## config.mk

```make
export PLATFORM = sky130hd
export DESIGN_NAME = seg_addr_gen
export DESIGN_NICKNAME = d
export VERILOG_FILES = /design/src/rtl/seg_addr_pkg.sv /design/src/rtl/seg_addr_ctrl.sv /design/src/rtl/seg_addr_dp.sv /design/src/rtl/seg_addr_gen.sv
export SDC_FILE = /design/constraint.sdc
export NUM_CORES = 1
export LEC_CHECK = 0
export ABC_CLOCK_PERIOD_IN_PS = 4300
export CORE_ASPECT_RATIO = 0.6
export CORE_MARGIN = 1
export CORE_UTILIZATION = 25
export CTS_CLUSTER_DIAMETER = 40
export CTS_CLUSTER_SIZE = 12
export DETAILED_ROUTE_END_ITERATION = 16
export PLACE_DENSITY = 0.48
export SLEW_MARGIN = 40
export SYNTH_ARGS = -nofsm -noshare
export SYNTH_HDL_FRONTEND = slang
export SYNTH_SLANG_ARGS = --single-unit
```

## constraint.sdc

```tcl
create_clock -name clk -period 4.3 [get_ports clk]
set_clock_uncertainty 0.1 [all_clocks]
set_input_delay 1.29 -clock clk [delete_from_list [all_inputs] [get_ports clk]]
set_output_delay 1.29 -clock clk [all_outputs]
set_load 0.005 [all_outputs]
```

## src/rtl/seg_addr_pkg.sv

```systemverilog
package seg_addr_pkg;

  localparam int NUM_MAPPED = 4;
  localparam int IDX_W      = $clog2(NUM_MAPPED);

  // Mapped register order: this order sets the window offsets.
  localparam int IDX_P    = 0;
  localparam int IDX_Q    = 1;
  localparam int IDX_SP   = 2;
  localparam int IDX_BANK = 3;

  typedef enum logic [1:0] {
    SRC_DIRECT = 2'd0,
    SRC_PTRP   = 2'd1,
    SRC_PTRQ   = 2'd2,
    SRC_STACK  = 2'd3
  } srcSel_e;

  typedef enum logic [1:0] {
    OP_HOLD = 2'd0,
    OP_UP   = 2'd1,
    OP_DOWN = 2'd2,
    OP_RSVD = 2'd3
  } ptrOp_e;

  typedef enum logic [2:0] {
    BASE_DIRECT = 3'd0,
    BASE_P      = 3'd1,
    BASE_Q      = 3'd2,
    BASE_SP     = 3'd3,
    BASE_SPNEXT = 3'd4
  } baseSel_e;

  typedef struct packed {
    logic [NUM_MAPPED-1:0] ld;     // load from wrData, indexed by IDX_*
    logic [1:0]            ptrInc; // [0] = P, [1] = Q
    logic [1:0]            ptrDec;
    logic                  spInc;
    logic                  spDec;
  } stepStrobes_t;

endpackage

```

## src/rtl/seg_addr_ctrl.sv

```systemverilog
module seg_addr_ctrl
  import seg_addr_pkg::*;
#(
  parameter int          AW       = 8,
  parameter logic [AW-1:0] MAP_BASE = 8'hF8
) (
  input  logic                 accValid,
  input  logic                 accWrite,
  input  logic [1:0]           accSrc,
  input  logic [1:0]           accOp,
  input  logic [AW-1:0]        baseAddr,
  output baseSel_e             baseSel,
  output stepStrobes_t         strobes,
  output logic [IDX_W-1:0]     hitIdx,
  output logic                 memRd,
  output logic                 memWr,
  output logic                 regHit
);

  srcSel_e src;
  ptrOp_e  op;
  logic    inWindow;

  assign src = srcSel_e'(accSrc);
  assign op  = ptrOp_e'(accOp);

  always_comb begin
    unique case (src)
      SRC_DIRECT: baseSel = BASE_DIRECT;
      SRC_PTRP:   baseSel = BASE_P;
      SRC_PTRQ:   baseSel = BASE_Q;
      default:    baseSel = (op == OP_UP) ? BASE_SPNEXT : BASE_SP;
    endcase
  end

  assign inWindow = (baseAddr[AW-1:IDX_W] == MAP_BASE[AW-1:IDX_W]);
  assign hitIdx   = baseAddr[IDX_W-1:0];

  assign regHit = accValid && inWindow;
  assign memRd  = accValid && !accWrite && !inWindow;
  assign memWr  = accValid &&  accWrite && !inWindow;

  genvar k;
  generate
    for (k = 0; k < NUM_MAPPED; k++) begin : g_ld
      assign strobes.ld[k] = accValid && accWrite && inWindow &&
                             (hitIdx == IDX_W'(k));
    end
  endgenerate

  // Adjustments yield to a load of the same register.
  logic [1:0] ptrPick;
  assign ptrPick[0] = accValid && (src == SRC_PTRP) && !strobes.ld[IDX_P];
  assign ptrPick[1] = accValid && (src == SRC_PTRQ) && !strobes.ld[IDX_Q];

  assign strobes.ptrInc = ptrPick & {2{op == OP_UP}};
  assign strobes.ptrDec = ptrPick & {2{op == OP_DOWN}};

  logic stackPick;
  assign stackPick   = accValid && (src == SRC_STACK) && !strobes.ld[IDX_SP];
  assign strobes.spInc = stackPick && (op == OP_UP);
  assign strobes.spDec = stackPick && (op == OP_DOWN);

endmodule

```

## src/rtl/seg_addr_dp.sv

```systemverilog
module seg_addr_dp
  import seg_addr_pkg::*;
#(
  parameter int            AW       = 8,
  parameter int            SEGW     = 8,
  parameter logic [AW-1:0] SP_RESET = 8'h6F
) (
  input  logic               clk,
  input  logic               rstN,
  input  baseSel_e           baseSel,
  input  stepStrobes_t       strobes,
  input  logic [IDX_W-1:0]   hitIdx,
  input  logic [AW-1:0]      accDirAddr,
  input  logic [AW-1:0]      wrData,
  output logic [AW-1:0]      baseAddr,
  output logic [SEGW+AW-1:0] extAddr,
  output logic [AW-1:0]      rdData,
  output logic [AW-1:0]      regP,
  output logic [AW-1:0]      regQ,
  output logic [AW-1:0]      regSp,
  output logic [SEGW-1:0]    regBank
);

  localparam int LOW_W = AW - 1;
  localparam int EXT_W = SEGW + AW;

  logic [AW-1:0] ptrQ [2];
  localparam int PTR_IDX [2] = '{IDX_P, IDX_Q};

  genvar g;
  generate
    for (g = 0; g < 2; g++) begin : g_ptr
      always_ff @(posedge clk or negedge rstN) begin
        if (!rstN)                          ptrQ[g] <= '0;
        else if (strobes.ld[PTR_IDX[g]])    ptrQ[g] <= wrData;
        else if (strobes.ptrInc[g])         ptrQ[g] <= ptrQ[g] + AW'(1);
        else if (strobes.ptrDec[g])         ptrQ[g] <= ptrQ[g] - AW'(1);
      end
    end
  endgenerate

  assign regP = ptrQ[0];
  assign regQ = ptrQ[1];

  logic [AW-1:0] spNext;
  assign spNext = regSp + AW'(1);

  always_ff @(posedge clk or negedge rstN) begin
    if (!rstN)                  regSp <= SP_RESET;
    else if (strobes.ld[IDX_SP]) regSp <= wrData;
    else if (strobes.spInc)     regSp <= spNext;
    else if (strobes.spDec)     regSp <= regSp - AW'(1);
  end

  always_ff @(posedge clk or negedge rstN) begin
    if (!rstN)                     regBank <= '0;
    else if (strobes.ld[IDX_BANK]) regBank <= SEGW'(wrData);
  end

  always_comb begin
    unique case (baseSel)
      BASE_P:      baseAddr = regP;
      BASE_Q:      baseAddr = regQ;
      BASE_SP:     baseAddr = regSp;
      BASE_SPNEXT: baseAddr = spNext;
      default:     baseAddr = accDirAddr;
    endcase
  end

  // Lower half is banked, upper half is common to all banks.
  always_comb begin
    if (baseAddr[AW-1]) extAddr = EXT_W'(baseAddr);
    else                extAddr = {regBank, 1'b0, baseAddr[LOW_W-1:0]};
  end

  always_comb begin
    unique case (hitIdx)
      IDX_W'(IDX_P):  rdData = regP;
      IDX_W'(IDX_Q):  rdData = regQ;
      IDX_W'(IDX_SP): rdData = regSp;
      default:        rdData = AW'(regBank);
    endcase
  end

endmodule

```

## src/rtl/seg_addr_gen.sv

```systemverilog
module seg_addr_gen
  import seg_addr_pkg::*;
#(
  parameter int            AW       = 8,
  parameter int            SEGW     = 8,
  parameter logic [AW-1:0] SP_RESET = 8'h6F,
  parameter logic [AW-1:0] MAP_BASE = 8'hF8
) (
  input  logic               clk,
  input  logic               rstN,
  input  logic               accValid,
  input  logic               accWrite,
  input  logic [1:0]         accSrc,
  input  logic [1:0]         accOp,
  input  logic [AW-1:0]      accDirAddr,
  input  logic [AW-1:0]      wrData,
  output logic [SEGW+AW-1:0] extAddr,
  output logic               memRd,
  output logic               memWr,
  output logic               regHit,
  output logic [AW-1:0]      rdData
);

  baseSel_e         baseSel;
  stepStrobes_t     strobes;
  logic [IDX_W-1:0] hitIdx;
  logic [AW-1:0]    baseAddr;
  logic [AW-1:0]    regP, regQ, regSp;
  logic [SEGW-1:0]  regBank;

  seg_addr_ctrl #(.AW(AW), .MAP_BASE(MAP_BASE)) i_ctrl (
    .accValid (accValid),
    .accWrite (accWrite),
    .accSrc   (accSrc),
    .accOp    (accOp),
    .baseAddr (baseAddr),
    .baseSel  (baseSel),
    .strobes  (strobes),
    .hitIdx   (hitIdx),
    .memRd    (memRd),
    .memWr    (memWr),
    .regHit   (regHit)
  );

  seg_addr_dp #(.AW(AW), .SEGW(SEGW), .SP_RESET(SP_RESET)) i_dp (
    .clk        (clk),
    .rstN       (rstN),
    .baseSel    (baseSel),
    .strobes    (strobes),
    .hitIdx     (hitIdx),
    .accDirAddr (accDirAddr),
    .wrData     (wrData),
    .baseAddr   (baseAddr),
    .extAddr    (extAddr),
    .rdData     (rdData),
    .regP       (regP),
    .regQ       (regQ),
    .regSp      (regSp),
    .regBank    (regBank)
  );

endmodule

```

==> run summary <==
The type of element launching the critical path is an input pin. Across every metal layer, demand over resource in global routing totals 0.191. The kind of critical path is in2reg. The Yosys step of the flow raised 0 warnings. Pin placement for this block handled 51 I/O pins. Along the worst path, the maximum fanout reaches 6. The HPWL reported at the end of detailed placement came out at 8530 um. STA classifies the critical path endpoint as a flip-flop. The die extent in y is 86.7 um. The mean cell area of the mapped netlist is 9.83 um^2. The count of endpoints failing setup in the final report came out at 20. CTS built an H-tree with a depth of 2.

The clock latency on the worst-skew pair is 0.28 ns. After synthesis, the cell types taking the most area are dfrtp_1 (22%), mux2_2 (16%), ha_1 (6.7%). The data required time of the worst path is 4.37 ns.

Of the available clock period, the critical path in the final layout requires 1.07. For the pin with the worst max-slew slack, the measured transition is 0.505 ns. In the synthesized netlist the dominant register cell turns out to be dfrtp_1. The signed area change from the synthesized netlist to the final layout is 69.8%. The number of antenna violations at the first check in global routing is 1.

The minimum clock period after layout is 4.61 ns. The share of flip-flops with an asynchronous set or reset is 1.00. The standard-cell row count came out at 30. Among all cell types in the netlist, the one instantiated most often is mux2_2.

Clock tree synthesis selected as its root buffer the cell clkbuf_16. The initial DRC count is 192. Global routing finished with a remaining overflow of 0.

The number of flops mapped to enable cells by yosys is 0. The die footprint is 0.0124 mm^2. The clock drives 32 sinks. The clock-pin slew on the worst setup and hold paths is 0.06 ns. The number of distinct library cells after synthesis came out at 44. The post-synthesis net count is 346. The area fraction in compound gates after synthesis came out at 0.0917. After detailed routing, the number of vias per cell comes to 4.79.

The xor/xnor share of the synthesized area is 0.0879. The post-synthesis sequential area ratio came out at 0.271. By count the netlist is led by mux2_2 (42), dfrtp_1 (26), a21oi_1 (21), nor2_1 (21), xnor2_1 (20).

After synthesis, the largest family of logic cells by area is multiplexers. The logic depth of the worst register-to-register path is 16. Of the post-synthesis cell area, the dominant cell type holds 0.218.

The arrival time reported for the critical path endpoint is 4.69 ns. The pre-CTS worst setup slack is -1.36 ns. TritonCTS built the clock tree. The number of standard cells after synthesis came out at 304.

The mux cell area share after synthesis came out at 0.265. Setup repair after global routing could not meet its margin everywhere. The number of buffer cells added on primary ports is 50. The number of antenna-violating nets in the routed design came out at 0. The total of max-cap violations is 0. Of the total synthesized cell area, the portion taken by AND, OR, NAND and NOR gates is 0.174. For this run, the detailed router's first-pass iteration total came to 4. 0 antenna diodes ended up in the layout. The final reports fail on setup timing.

The ratio of total power to cell area is 616 mW/mm^2. From left edge to right edge, the die measures 143 um. The via count of the first global-routing pass came out at 2970. At the end of the flow, the number of nets in the layout was 498.

The number of pins exceeding their max-slew limit in the final report is 0. Hold repair after CTS inserted 0 buffers. The aggregate routed wire length is 11300 um.

The global-route wire length before repair is 17400 um. The congestion estimate from routability-driven global placement came to 0.874. The path class of the tightest hold or removal check is reg2reg. After detailed routing, the number of remaining DRC violations is 0. After layout, the design draws a total of 3.12 mW. In this run the critical register-to-register path is launched from i_dp.regSp[0].

Along the worst hold path, the cell count comes to 1. The effective utilization at floorplan is 0.261. The relative slew slack came out at 0.661. The deepest clock path buffer count came out at 2. The area inside the core boundary came out at 0.0114 mm^2. The flow ran to the end, but the final reports show violations. The number of clock buffers inserted by TritonCTS is 5. The wire length per cell is 18.3 um.

Static timing analysis puts the maximum clock frequency at 217 MHz. The cell type with the highest aggregate area in the netlist is dfrtp_1. The cell area after synthesis is 0.00299 mm^2.

The adder and majority cell fraction of the synthesized area is 0.0804. The peak supply drop is 0.210 mV. The leakage dissipation is 2.31 nW. Once routing completed, OpenROAD measured the worst setup slack at -0.313 ns. The origin of the worst min-delay path is i_dp.regBank[7].

The total number of vias came out at 2958. The share of post-route cells with drive strength above 1 is 0.549. The final-report hold violation count is 0. The maximum number of pins on one net before global-route repair is 33.

The worst hold slack came out at 0.454 ns. In this run, synthesis produced a sequential element count of 32. In this run the worst setup path begins at accOp[1].
[cell type report]
class / count / area [um^2]
timing repair buffer: 159 / 1400
clock inverter: 2 / 16.3
inverter: 7 / 26.3
multi-input combinational: 251 / 2490
sequential: 32 / 808
clock buffer: 6 / 129
tap: 160 / 200
fill: 1109 / 6370
[power breakdown]
part | switching (mW) | leakage (nW) | total, mW | internal, mW
Sequential | 0.200 | 0.391 | 0.637 | 0.437
Combinational | 0.880 | 1.85 | 2.13 | 1.25
Clock | 0.145 | 0.0671 | 0.361 | 0.216
[per-layer routing]
metal / part of all wire / global-route usage / wire length (um)
met5: 0 / 0 / 0
met4: 0.0073 / 0.0313 / 82
met3: 0.077 / 0.0453 / 866
met2: 0.40 / 0.260 / 4560
met1: 0.51 / 0.298 / 5760
[worst paths after layout]
kind	to	slack, ns
setup / recovery	i_dp.regP[7]	-0.31
hold / removal	i_dp.regBank[7]	0.45
setup reg to reg	i_dp.regP[7]	0.06
hold reg to reg	i_dp.regBank[7]	0.45
max in group asynchronous	i_dp.regSp[5]	2.43
min in group asynchronous	i_dp.regBank[7]	1.32
[state kept, by name, indices dropped and copies added, names as in the netlist]
register	flops
i_dp.regBank	8
i_dp.regP	8
i_dp.regQ	8
i_dp.regSp	8
[stage by stage]
stage | setup TNS (ns) | std cells | utilization | instance area [um^2]
after global routing | -5.17 | 617 | 0.443 | 5070
after floorplan | -3.38 | 304 | - | 3190
after global placement | -37.30 | 578 | 0.386 | 4420
after CTS | -2.90 | 609 | 0.434 | 4960
final | -3.34 | 617 | 0.443 | 5070
after detailed placement | -38.92 | 578 | 0.386 | 4420
[layout by cell type (no fill, tap or decap), drive strengths merged, types with 4 or more instances in the layout]
| cell type | n |
|---|---|
| buf | 124 |
| mux2 | 50 |
| dfrtp | 26 |
| nor2 | 21 |
| a21oi | 21 |
| xnor2 | 20 |
| nand2 | 17 |
| clkdlybuf4s50 | 16 |
| ha | 16 |
| mux2i | 13 |
| o21ai | 13 |
| and2 | 11 |
| clkbuf | 11 |
| xor2 | 10 |
| dlygate4sd2 | 8 |
| inv | 7 |
| dfstp | 6 |
| nand3 | 6 |
| nor3 | 6 |
| and3 | 5 |
| or3 | 4 |
[critical path: stages]
cell and delay [ns]:
buf_8 0.09, nand3b_1 0.16, xnor2_1 0.14, mux4_2 0.48
nand3b_4 0.18, nor4b_4 0.24, or4b_4 0.55, nand2_8 0.13
ha_4 0.21, a21oi_2 0.14, o211ai_1 0.14, o41ai_2 0.29
xor2_1 0.18, nand2_1 0.08, xnor2_1 0.12, mux2_4 0.25
[cell families after synthesis]
family / after synthesis
flops: 32
simple gates: 90
mux: 66
compound gates: 47
fa+ha+maj: 18
xor+xnor: 30
buf+inv: 21
[timing repair]
action                                  in CTS  in global routing
gates cloned                                 2                  0
buffers inserted                            21                 10
endpoints found under the setup margin      41                 33
gates resized for setup                    151                 33
pin swaps                                   25                 11
Power figures use the tool's default switching activity.
